==> src/rtl/adc_wcmp_pkg.sv <==
package adc_wcmp_pkg;

    typedef enum logic {
        WCMP_BELOW       = 1'b0,
        WCMP_AT_OR_ABOVE = 1'b1
    } wcmp_cond_e;

    typedef struct packed {
        logic qualified;
        logic fire;
    } wcmp_event_t;

endpackage

==> src/rtl/wcmp_slice.sv <==
module wcmp_slice
    import adc_wcmp_pkg::*;
#(
    parameter int RES_W = 10,
    parameter int CMP_W = 8
) (
    input  logic             qualify,
    input  logic [RES_W-1:0] res_data,
    input  logic [CMP_W-1:0] thresh,
    input  wcmp_cond_e       cond,
    output wcmp_event_t      evt
);
    localparam int DROP_W = (RES_W > CMP_W) ? RES_W - CMP_W : 0;

    logic [CMP_W-1:0] upper;

    generate
        if (DROP_W > 0) begin : g_trim
            logic [DROP_W-1:0] unused_low;
            assign upper      = res_data[RES_W-1 -: CMP_W];
            assign unused_low = res_data[DROP_W-1:0];
        end else begin : g_widen
            assign upper = CMP_W'(res_data);
        end
    endgenerate

    logic below;
    assign below = (upper < thresh);

    always_comb begin
        evt.qualified = qualify;
        unique case (cond)
            WCMP_AT_OR_ABOVE: evt.fire = qualify && !below;
            default:          evt.fire = qualify && below;
        endcase
    end
endmodule

==> src/rtl/wcmp_flag.sv <==
module wcmp_flag
    import adc_wcmp_pkg::*;
(
    input  logic        clk,
    input  logic        rst,
    input  wcmp_event_t evt,
    input  logic        clr,
    output logic        flag
);
    always_ff @(posedge clk) begin
        if (rst)
            flag <= 1'b0;
        else if (evt.fire)
            flag <= 1'b1;
        else if (clr)
            flag <= 1'b0;
    end
endmodule

==> src/rtl/wcmp_irq_gate.sv <==
module wcmp_irq_gate (
    input  logic flag,
    input  logic enable,
    output logic req
);
    assign req = flag & enable;
endmodule

==> src/rtl/adc_window_cmp.sv <==
module adc_window_cmp
    import adc_wcmp_pkg::*;
#(
    parameter int RES_W = 10,
    parameter int CMP_W = 8
) (
    input  logic             clk,
    input  logic             rst,
    input  logic             res_valid,
    input  logic [RES_W-1:0] res_data,
    input  logic             cmp_en,
    input  logic             cmp_ge_sel,
    input  logic [CMP_W-1:0] cmp_thresh,
    input  logic             irq_en,
    input  logic             flag_clr,
    output logic             cmp_flag,
    output logic             cmp_irq
);
    wcmp_event_t evt;
    wcmp_cond_e  cond;

    assign cond = wcmp_cond_e'(cmp_ge_sel);

    wcmp_slice #(.RES_W(RES_W), .CMP_W(CMP_W)) slice_i (
        .qualify  (res_valid & cmp_en),
        .res_data (res_data),
        .thresh   (cmp_thresh),
        .cond     (cond),
        .evt      (evt)
    );

    wcmp_flag flag_i (
        .clk  (clk),
        .rst  (rst),
        .evt  (evt),
        .clr  (flag_clr),
        .flag (cmp_flag)
    );

    wcmp_irq_gate gate_i (
        .flag   (cmp_flag),
        .enable (irq_en),
        .req    (cmp_irq)
    );
endmodule

==> config.mk <==
export PLATFORM = sky130hd
export DESIGN_NAME = adc_window_cmp
export DESIGN_NICKNAME = d
export VERILOG_FILES = /design/src/rtl/adc_wcmp_pkg.sv /design/src/rtl/wcmp_slice.sv /design/src/rtl/wcmp_flag.sv /design/src/rtl/wcmp_irq_gate.sv /design/src/rtl/adc_window_cmp.sv
export SDC_FILE = /design/constraint.sdc
export NUM_CORES = 1
export LEC_CHECK = 0
export BUFFER_PORTS_ARGS = -buffer_cell sky130_fd_sc_hd__clkbuf_2
export CAP_MARGIN = 20
export CORE_AREA = 2 2 39 41
export CTS_BUF_LIST = sky130_fd_sc_hd__clkbuf_8
export CTS_CLUSTER_DIAMETER = 100
export DETAILED_ROUTE_END_ITERATION = 16
export DIE_AREA = 0 0 41 43
export GPL_ROUTABILITY_DRIVEN = 0
export PLACE_DENSITY = 0.45
export RECOVER_POWER = 25
export SYNTH_ARGS = -nofsm -noshare
export SYNTH_HDL_FRONTEND = slang
export SYNTH_SLANG_ARGS = --single-unit
==> constraint.sdc <==
create_clock -name clk -period 1.8 [get_ports clk]
set_clock_uncertainty 0.05 [all_clocks]
set_input_delay 0.27 -clock clk [delete_from_list [all_inputs] [get_ports clk]]
set_output_delay 0.27 -clock clk [all_outputs]
set_load 0.02 [all_outputs]
Yosys cells after proc, flatten, opt, wreduce, memory -nomap -nowiden
Index checks and enable logic that the tools add are counted.

storage, ports and cells
  register bits = 1
  latch bits = 0
  bits in writable memories = 0
  bits in read-only memories = 0
  output and inout bits = 2
  word-level logic and storage cells = 11
  memories = 0

cells by class
  $add $sub $neg = 0
  multiply operators = 0
  divide/modulo/power cells = 0
  order comparisons = 1
  equality and inequality tests = 0
  shift-type cells = 0
  mux-type cells = 3
  bitwise logic cells = 2
  reduce and logical (&&, ||, !) cells = 4

operators with widths
  cell                        number
  less-than comparator 8 bit  1
  two-way mux 1 bit           3
  bitwise AND 1 bit           2
  logical AND 1 bit           2
  nonzero test 2 bit          1
  zero test 1 bit             1

Logic depth before layout (Yosys ltp)
Gate-level depths: netlist (run 1).

  depth in word-level cells = 5
  mapped depth = 7
  depth with buffers taken out = 7

Hierarchy
From an unflattened synthesis (run 1), not the netlist that was laid out.

second synthesis, totals
  cells, all modules = 36
  area, all modules = 280.3 um^2

modules (own cells, without submodules)
  module          instances  cells each  area an instance (um^2)  seq. area each (um^2)
  wcmp_slice      1          30          229.0                    0.0
  wcmp_flag       1          4           38.8                     20.0
  adc_window_cmp  1          1           6.3                      0.0
  wcmp_irq_gate   1          1           6.3                      0.0

Least setup slack after synthesis (run 1)
No wires, ideal clock.

  path type = in2reg
  start = input port cmp_thresh[7]
  end = register flag_i.flag
  data arrival time = 1.114 ns
  data required time = 1.632 ns
  path slack = 0.518 ns
  cell stages on the path = 7
  buffers on the path = 0
  cells stage by stage = inv_1 -> ha_1 -> a21oi_1 -> o21ai_0 -> a21oi_1 -> xnor2_1 -> o31ai_2

on the way
  longest elaborated chain between the ends = 5

RTL lines
  what                                                     line                  source
  start, declared                                          adc_window_cmp.sv:13  input logic [CMP_W-1:0] cmp_thresh,
  less-than comparator 8 bit (*)                           wcmp_slice.sv:28      assign below = (upper < thresh);
  zero test 1 bit                                          wcmp_slice.sv:33      WCMP_AT_OR_ABOVE: evt.fire = qualify && !below;
  logical AND 1 bit                                        wcmp_slice.sv:33
  two-way mux 1 bit (*)                                    wcmp_slice.sv:32      unique case (cond)
  two-way mux 1 bit or nonzero test 2 bit (tied branches)  n/a
  end signal, assigned                                     wcmp_flag.sv:12       flag <= 1'b0;
  end signal, assigned                                     wcmp_flag.sv:14       flag <= 1'b1;
  end signal, assigned                                     wcmp_flag.sv:16       flag <= 1'b0;
  end, declared                                            wcmp_flag.sv:8        output logic flag

Every way passes the cells marked *; elsewhere a longest branch is shown, timed or not.
A chain may end at the register's enable or synchronous reset.

Final worst setup path (run 1)
Ends and elaborated chain as after synthesis.

==> results.cfg, run 1 <==
[critical_path]
slowest_delay_ns = 0.27
crit_slowest_cell = ha_1
cp.arrival_ns = 1.27
path_max_fanout = 2
required_ns = 1.63
crit_path_end_kind = flop
startpoint_type = input port
crit_type = in2reg
cpMostUsedCell = a21oi_1
path_cells = clkbuf_2 > inv_1 > ha_1 > a21oi_1 > o21ai_0 > a21oi_1 > xnor2_1 > o31ai_2

[final_layout]
layout_commonest_cell = clkbuf_2
stdcell_area_um2 = 374
finalNetCount = 91
reg_top3 = flag_i.flag (1)
largest_register_ffs = 1
area_delta_synth_final_pct = 59.0
fin_cells = 73
antenna-diode-count = 0
mostFrequentLayoutCells = 23 x clkbuf_2, 7 x inv_1, 7 x ha_1
drive_gt1_share_pct = 43.9
regMostFlops = flag_i.flag

[detailed_routing]
drc = 0
dr_total_vias = 273
first_pass_iters = 1
initialDrtViolationCount = 0
wirelength_um = 448
wl_per_cell_um = 6.14
drt.antenna.violating_nets = 0
vias_per_cell = 3.74

[power]
power.total_w = 0.0000911
leakagePower_nw = 0.231
irDropWorstVdd_v = 0.0000654
p_per_area_nw_per_um2 = 243

[timing]
final_hold_viol_count = 0
holdWs_ns = 0.412
setup_tns_ns = 0
rsz0062_at_grt = no
setup_violations = 0
worst_pin_slew_ns = 0.248
drv_slew = 0
slew_headroom_pct = 83.6
period_minus_slack_ns = 1.43
fmax_mhz = 697
post-route-period-util_pct = 79.7

[yosys]
syn_avg_cell_area_um2 = 7.13
syn-num-nets = 65
synth_area_um2 = 235
ys_types = 13
post_synth_inst_count = 33
yosys_warnings = 0
ys_seq_area_share_pct = 8.51
ys_ff_latch = 1

[grt]
first_global_vias = 244
grt_pass1_wl_um = 807
antenna_found_initial = 0
grt_util_all_layers_pct = 5.90
overflow = 0
grt_max_degree = 4

[floorplan]
rows = 14
initial_core_util_pct = 17.0
die_y_um = 43
die_w_um = 41
dieArea_um2 = 1760
pin_count = 27
coreArea_um2 = 1380

[run_status]
status = complete, no violations

[clock_tree]
hold_buffers = 0
clk_pin_slew_worst_paths_ns = 0
clk_latency_ns = 0
ctsResizeCount = 0
cts_setup_buffers = 0

[placement]
dpl.cell_count = 73
dp_hpwl_um = 465
postPlaceCellArea_um2 = 375
port-buffer-count = 24

[hold_path]
min_path_type = reg2reg

[run]
maxCapViolCount = 0
[worst max-delay path: cells and delay by family]
| family | cells | cell delay (ns) |
|---|---|---|
| buffers and inverters | 2 | 0.10 |
| AOI/OAI and AO/OA | 4 | 0.47 |
| adders and majority gates | 1 | 0.27 |
| xor gates and xnor gates | 1 | 0.15 |
[path summary, 6_finish.rpt]
check        cells past startpoint                     start                  endpoint  slack [ns]
min reg2reg                      2  flag_i.flag$_SDFFE_PP0P_  flag_i.flag$_SDFFE_PP0P_        0.41
max                              8             cmp_thresh[7]  flag_i.flag$_SDFFE_PP0P_        0.37
max reg2reg                      2  flag_i.flag$_SDFFE_PP0P_  flag_i.flag$_SDFFE_PP0P_        1.22
min                              2  flag_i.flag$_SDFFE_PP0P_  flag_i.flag$_SDFFE_PP0P_        0.41
[synthesized netlist by cell type]
cell type  instances  area [um2]
ha_1               7        87.6
inv_1              7        26.3
nand2_1            4        15.0
a21oi_1            3        15.0
nor2_1             3        11.3
o21ai_0            2        10.0
and2_1             1        6.26
dfxtp_1            1        20.0
nor3_1             1        5.00
nor3b_2            1        12.5
o21ai_1            1        5.00
o31ai_2            1        12.5
xnor2_1            1        8.76
[cells by family after synthesis]
logic type / Yosys count / synth area share (%)
DFF: 1 / 8.51
buffers and inverters: 7 / 11.2
adders and majority gates: 7 / 37.2
xor gates and xnor gates: 1 / 3.72
AOI/OAI and AO/OA: 7 / 18.1
and+or+nand+nor: 10 / 21.3
[power breakdown]
part | internal (W) | leakage (nW) | switching, W
logic | 0.0000368 | 0.223 | 0.0000296
clock network | 0 | 0 | 0
registers | 0.0000240 | 0.00816 | 0.000000737
[layer usage]
metal | up-vias | share of wire (%) | GRT usage (%) | wire, um
li1 | 158 | - | - | -
met1 | 105 | 39 | 8.25 | 176
met2 | 10 | 52 | 10.3 | 235
met3 | 0 | 8.0 | 0 | 36
met4 | 0 | 0 | 0 | 0
met5 | - | 0 | 0 | 0
[cell type report]
| cell class | instances | area [um2] |
|---|---|---|
| inverters | 7 | 26.3 |
| repair buffers | 24 | 119 |
| fillers | 168 | 1010 |
| well taps | 16 | 20.0 |
| multi-input cells | 25 | 189 |
| flip-flops and latches | 1 | 20.0 |
[metrics by stage]
step / worst slack, ns / utilization, %
2_1_floorplan: 0.518 / -
3_3_place_gp: 0.353 / 27.1
3_5_place_dp: 0.349 / 27.1
4_1_cts: 0.349 / 27.1
5_1_grt: 0.224 / 27.0
6_report: 0.365 / 27.0
Note: power is estimated with default switching activity, not from simulation.
==> run 2: changes to the inputs <==
--- a/config.mk
+++ b/config.mk
@@ -5,6 +5,7 @@
 export SDC_FILE = /design/constraint.sdc
 export NUM_CORES = 1
 export LEC_CHECK = 0
+export ABC_AREA = 1
 export BUFFER_PORTS_ARGS = -buffer_cell sky130_fd_sc_hd__clkbuf_2
 export CAP_MARGIN = 20
 export CORE_AREA = 2 2 39 41
@@ -13,7 +14,7 @@
 export DETAILED_ROUTE_END_ITERATION = 16
 export DIE_AREA = 0 0 41 43
 export GPL_ROUTABILITY_DRIVEN = 0
-export PLACE_DENSITY = 0.45
+export PLACE_DENSITY = 0.49
 export RECOVER_POWER = 25
 export SYNTH_ARGS = -nofsm -noshare
 export SYNTH_HDL_FRONTEND = slang
==> constraint.sdc (replaced) <==
create_clock -name clk -period 1.2 [get_ports clk]
set_clock_uncertainty 0.05 [all_clocks]
set_input_delay 0.18 -clock clk [delete_from_list [all_inputs] [get_ports clk]]
set_output_delay 0.18 -clock clk [all_outputs]
set_load 0.02 [all_outputs]
==> results.cfg, run 2 <==
[final_layout]
reg_top3 = flag_i.flag (1)
finalNetCount = 102
area_delta_synth_final_pct = 83.8
mostFrequentLayoutCells = 22 x clkbuf_2, 13 x nand2_1, 9 x inv_1
fin_cells = 84
antenna-diode-count = 0
regMostFlops = flag_i.flag
largest_register_ffs = 1
drive_gt1_share_pct = 55.9
layout_commonest_cell = clkbuf_2

[timing]
worst_pin_slew_ns = 0.247
drv_slew = 0
fmax_mhz = 822
period_minus_slack_ns = 1.22
post-route-period-util_pct = 101
holdWs_ns = 0.295
setup_violations = 1
rsz0062_at_grt = yes
final_hold_viol_count = 0
finalWorstSetupSlack_ns = -0.0161
slew_headroom_pct = 83.6
setup_tns_ns = -0.0161

[yosys]
post_synth_inst_count = 44
synth_compound_area_share_pct = 11.9
yosysTopAreaCell = ha_1
ys_seq_area_share_pct = 7.62
syn-num-nets = 76
synth-xor-area-share_pct = 0
ys.flop_type = dfxtp_1
synthSimpleGateAreaFrac_pct = 27.1
synth_top_cell_area_share_pct = 33.3
synthTopCellsByCount = 14 x inv_1, 14 x nand2_1, 7 x ha_1, 3 x a21oi_1
synth_fa_ha_area_share_pct = 33.3
synth_edf_count = 0
ys_ff_latch = 1
synth_area_leaders = ha_1 33%, inv_1 20%, nand2_1 20%
yosys_warnings = 0
ys_types = 10
syn_avg_cell_area_um2 = 5.97
muxShareOfSynthArea_pct = 0
synthArstFlopShare_pct = 0
synth_top_family_by_area = adder cells
synth_area_um2 = 263

[detailed_routing]
drc = 0
drt.antenna.violating_nets = 0
vias_per_cell = 3.83
first_pass_iters = 2
wl_per_cell_um = 7.40
wirelength_um = 622
initialDrtViolationCount = 4
dr_total_vias = 322

[power]
irDropWorstVdd_v = 0.000139
power_frac_seq_pct = 20.5
power_frac_comb_pct = 79.5
p_per_area_nw_per_um2 = 373
swShare_pct = 37.5
clkPwrFrac_pct = 0
leakagePower_nw = 0.284
switchingPower_w = 0.0000676
intPower_w = 0.000113

[critical_path]
required_ns = 1.08
path_max_fanout = 2
slowest_delay_ns = 0.26
crit_type = in2reg
worstReg2RegStart = flag_i.flag$_SDFFE_PP0P_
r2r_cells = 2
crit_path_end_kind = flop
crit_slowest_cell = ha_4
reg2reg_setup_slack_ns = 0.59
path_cells = clkbuf_2 > inv_2 > ha_4 > nand2_1 > o21a_1 > nand3_1 > nand3_2 > a21oi_2
cp.arrival_ns = 1.10
startpoint_type = input port
rr_endpoint = flag_i.flag$_SDFFE_PP0P_

[placement]
dp_hpwl_um = 495
dpl.cell_count = 84
port-buffer-count = 24

[hold_path]
min_path_type = in2reg
min_path_cells = 2
holdPathEnd = flag_i.flag$_SDFFE_PP0P_
min_from = rst

[grt]
grt_util_all_layers_pct = 5.80
met2_usage_pct = 10.6
use_met1_pct = 6.98
grt_max_degree = 4
met3_usage_pct = 1.05
first_global_vias = 232
grt_busiest_layer = met2
grt_pass1_wl_um = 779
antenna_found_initial = 0
overflow = 0

[floorplan]
dieArea_um2 = 1760
coreArea_um2 = 1380
rows = 14
initial_core_util_pct = 19.0
die_y_um = 43
die_w_um = 41
pin_count = 27

[run]
maxCapViolCount = 0

[run_status]
status = complete, but fails checks
violations = negative setup slack

[clock_tree]
clk_pin_slew_worst_paths_ns = 0
clk_latency_ns = 0
## run 2: cell count changes after synthesis, sizes merged
cell | previous run | this run
nand2 | 4 | 14
inv | 7 | 14
o21ai | 3 | 0
nand3 | 0 | 2
nor2 | 3 | 1
a21oi | 3 | 4
and2 | 1 | 0
nor3 | 1 | 0
nor3b | 1 | 0
o21a | 0 | 1
o31ai | 1 | 0
xnor2 | 1 | 0
## run 2: logic make-up (layout without fill, tap and decap cells)
family | count (synthesis) | after routing
and+or+nand+nor | 17 | 17
buffers and inverters | 14 | 38
adders and majority gates | 7 | 7
AOI/OAI and AO/OA | 5 | 5
DFF | 1 | 1
## run 2: routing by layer
metal,part of all wire (%),vias up,wire (um)
met3,12,0,72
li1,-,180,-
met5,0,-,0
met4,0,0,0
met2,51,18,319
met1,37,124,230
## run 2: power by group through the flow
| stage | Combinational (W) | Sequential, W | Clock, W |
|---|---|---|---|
| floorplan | 0.0000591 | 0.0000392 | 0 |
| global route | 0.000163 | 0.0000372 | 0 |
| detailed placement | 0.000109 | 0.0000371 | 0 |
| global placement | 0.000107 | 0.0000371 | 0 |
| CTS | 0.000129 | 0.0000371 | 0 |
| finish | 0.000143 | 0.0000370 | 0 |
## run 2: how the worst max path moves through the flow
stage                                           to  slack (ns)           from  cells after the start
after floorplan           flag_i.flag$_SDFFE_PP0P_        0.08  cmp_thresh[7]                      8
after global placement    flag_i.flag$_SDFFE_PP0P_       -0.08  cmp_thresh[7]                      9
after global routing      flag_i.flag$_SDFFE_PP0P_       -0.07  cmp_thresh[7]                      8
final                     flag_i.flag$_SDFFE_PP0P_       -0.02  cmp_thresh[7]                      8
after detailed placement  flag_i.flag$_SDFFE_PP0P_        -0.1  cmp_thresh[7]                      9
after CTS                 flag_i.flag$_SDFFE_PP0P_       -0.02  cmp_thresh[1]                     12
## run 2: worst max-delay path, delay by kind of cell
kind            cells  cell delay (ns)
buf+inv             2             0.12
compound gates      2             0.32
fa+ha+maj           1             0.26
simple gates        3             0.22
## run 2: repair_timing
action	4_1_cts	5_1_grt
setup endpoints to repair	1	1
gates cloned	0	0
gates resized for setup	6	9
setup buffers	0	0
pin swaps	3	12
hold buffers	0	0
## run 2: cell type report
type / instances / area, um2
fillers: 149 / 901
inverters: 14 / 55.1
multi-input cells: 29 / 263
flip-flops and latches: 1 / 20.0
well taps: 16 / 20.0
repair buffers: 24 / 125
## run 2: through the flow
step | total power [W] | setup slack (ns) | instance area (um2) | utilization [%]
floorplan | 0.0000983 | 0.0786 | 263 | -
global placement | 0.000144 | -0.0789 | 403 | 29.1
detailed placement | 0.000146 | -0.0979 | 403 | 29.1
CTS | 0.000166 | -0.0169 | 448 | 32.4
global route | 0.000200 | -0.0738 | 483 | 34.9
finish | 0.000180 | -0.0161 | 483 | 34.9
==> run 3: changes to the inputs <==
==> constraint.sdc (replaced) <==
create_clock -name clk -period 1.2 [get_ports clk]
set_clock_uncertainty 0.05 [all_clocks]
set_input_delay 0.06 -clock clk [delete_from_list [all_inputs] [get_ports clk]]
set_output_delay 0.06 -clock clk [all_outputs]
set_load 0.02 [all_outputs]
==> results.cfg, run 3 (synthesis gave the netlist of run 2 again) <==
[final_layout]
regMostFlops = flag_i.flag
antenna-diode-count = 0
largest_register_ffs = 1
finalNetCount = 102
nFillCells = 161
mostFrequentLayoutCells = 23 x clkbuf_2, 14 x nand2_1, 11 x inv_1
drive_gt1_share_pct = 51.5
area_delta_synth_final_pct = 79.5
layout_commonest_cell = clkbuf_2
fin_cells = 84
reg_top3 = flag_i.flag (1)
fin_util_pct = 34.1

[floorplan]
dieArea_um2 = 1760
initial_core_util_pct = 19.0
pin_count = 27
rows = 14
die_w_um = 41
coreArea_um2 = 1380
die_y_um = 43

[power]
clkPwrFrac_pct = 0
swShare_pct = 37.4
power.total_w = 0.000173
switchingPower_w = 0.0000648
intPower_w = 0.000108
leakagePower_nw = 0.284
p_per_area_nw_per_um2 = 367
power_frac_seq_pct = 21.4
irDropWorstVdd_v = 0.0000787
power_frac_comb_pct = 78.6

[grt]
overflow = 0
antenna_found_initial = 0
grt_util_all_layers_pct = 5.80
grt_pass1_wl_um = 779
grt_max_degree = 4
first_global_vias = 246

[detailed_routing]
initialDrtViolationCount = 1
first_pass_iters = 2
vias_per_cell = 3.90
drc = 0
drt.antenna.violating_nets = 0
dr_total_vias = 328
wl_per_cell_um = 7.20
wirelength_um = 605

[critical_path]
crit_path_end_kind = flop
cp.arrival_ns = 0.99
cpMostUsedCell = nand2_1
path_max_fanout = 2
startpoint_type = input port
path_buf_inv = 2
crit_slowest_cell = ha_4
slowest_delay_ns = 0.20
crit_type = in2reg
path_delay_family = simple AND/OR/NAND/NOR gates
required_ns = 1.08
path_cells = clkbuf_2 > inv_1 > ha_4 > a21oi_1 > nand2_1 > nand2_1 > nand2_1 > nand2_1 > nand3_2 > a21oi_2

[run_status]
status = complete, no violations

[placement]
dp_slack_ns = 0.0469
dpl.cell_count = 84
dp_hpwl_um = 486
port-buffer-count = 24

[clock_tree]
ctsResizeCount = 0
clk_latency_ns = 0
cts_setup_buffers = 0
clk_pin_slew_worst_paths_ns = 0
hold_buffers = 0

[timing]
setup_violations = 0
final_hold_viol_count = 0
fmax_mhz = 905
drv_slew = 0
finalWorstSetupSlack_ns = 0.0948
post-route-period-util_pct = 92.1
worst_pin_slew_ns = 0.246
period_minus_slack_ns = 1.11
slew_headroom_pct = 83.6

[run]
maxCapViolCount = 0

[hold_path]
min_path_type = in2reg
## run 3: layout make-up
type,count,area (um2),share of cell area (%)
inverter,14,52.6,11.1
multi-input combinational,29,260,55.2
sequential,1,20.0,4.24
tap,16,20.0,4.24
timing repair buffer,24,119,25.2
## run 3: path summary, 6_finish.rpt
path                                            endpoint  depth (start not counted)  slack, ns                     start
worst min register to register  flag_i.flag$_SDFFE_PP0P_                          2       0.42  flag_i.flag$_SDFFE_PP0P_
worst max register to register  flag_i.flag$_SDFFE_PP0P_                          2       0.59  flag_i.flag$_SDFFE_PP0P_
worst max-delay path            flag_i.flag$_SDFFE_PP0P_                         10       0.09             cmp_thresh[3]
worst min-delay path            flag_i.flag$_SDFFE_PP0P_                          2       0.17                       rst
## run 3: stage by stage
step / hold WS [ns] / instance area, um2 / setup TNS [ns]
floorplan: 0.0724 / 263 / 0
global placement: 0.173 / 403 / 0
detailed placement: 0.175 / 403 / 0
CTS: 0.175 / 403 / 0
global route: 0.187 / 472 / -0.00661
finish: 0.173 / 472 / 0
## run 3: worst register-to-register path: cells and delay by family (launching register included)
kind / cells / cell delay, ns
AND/OR/NAND/NOR: 1 / 0.07
AO/OA/AOI/OAI: 1 / 0.10
flip-flops: 1 / 0.32
## run 3: layer usage
metal / vias to the layer above / share of wire [%] / global-route usage, %
li1: 180 / - / -
met1: 130 / 40 / 7.94
met2: 18 / 50 / 10.3
met3: 0 / 9.6 / 0
met4: 0 / 0 / 0
met5: - / 0 / 0
## run 3: power groups by stage
stage	clock, W	combinational [W]	sequential, W
after floorplan	0	0.0000591	0.0000392
after global placement	0	0.000107	0.0000371
after detailed placement	0	0.000109	0.0000371
after CTS	0	0.000110	0.0000371
after global routing	0	0.000158	0.0000374
final	0	0.000136	0.0000370
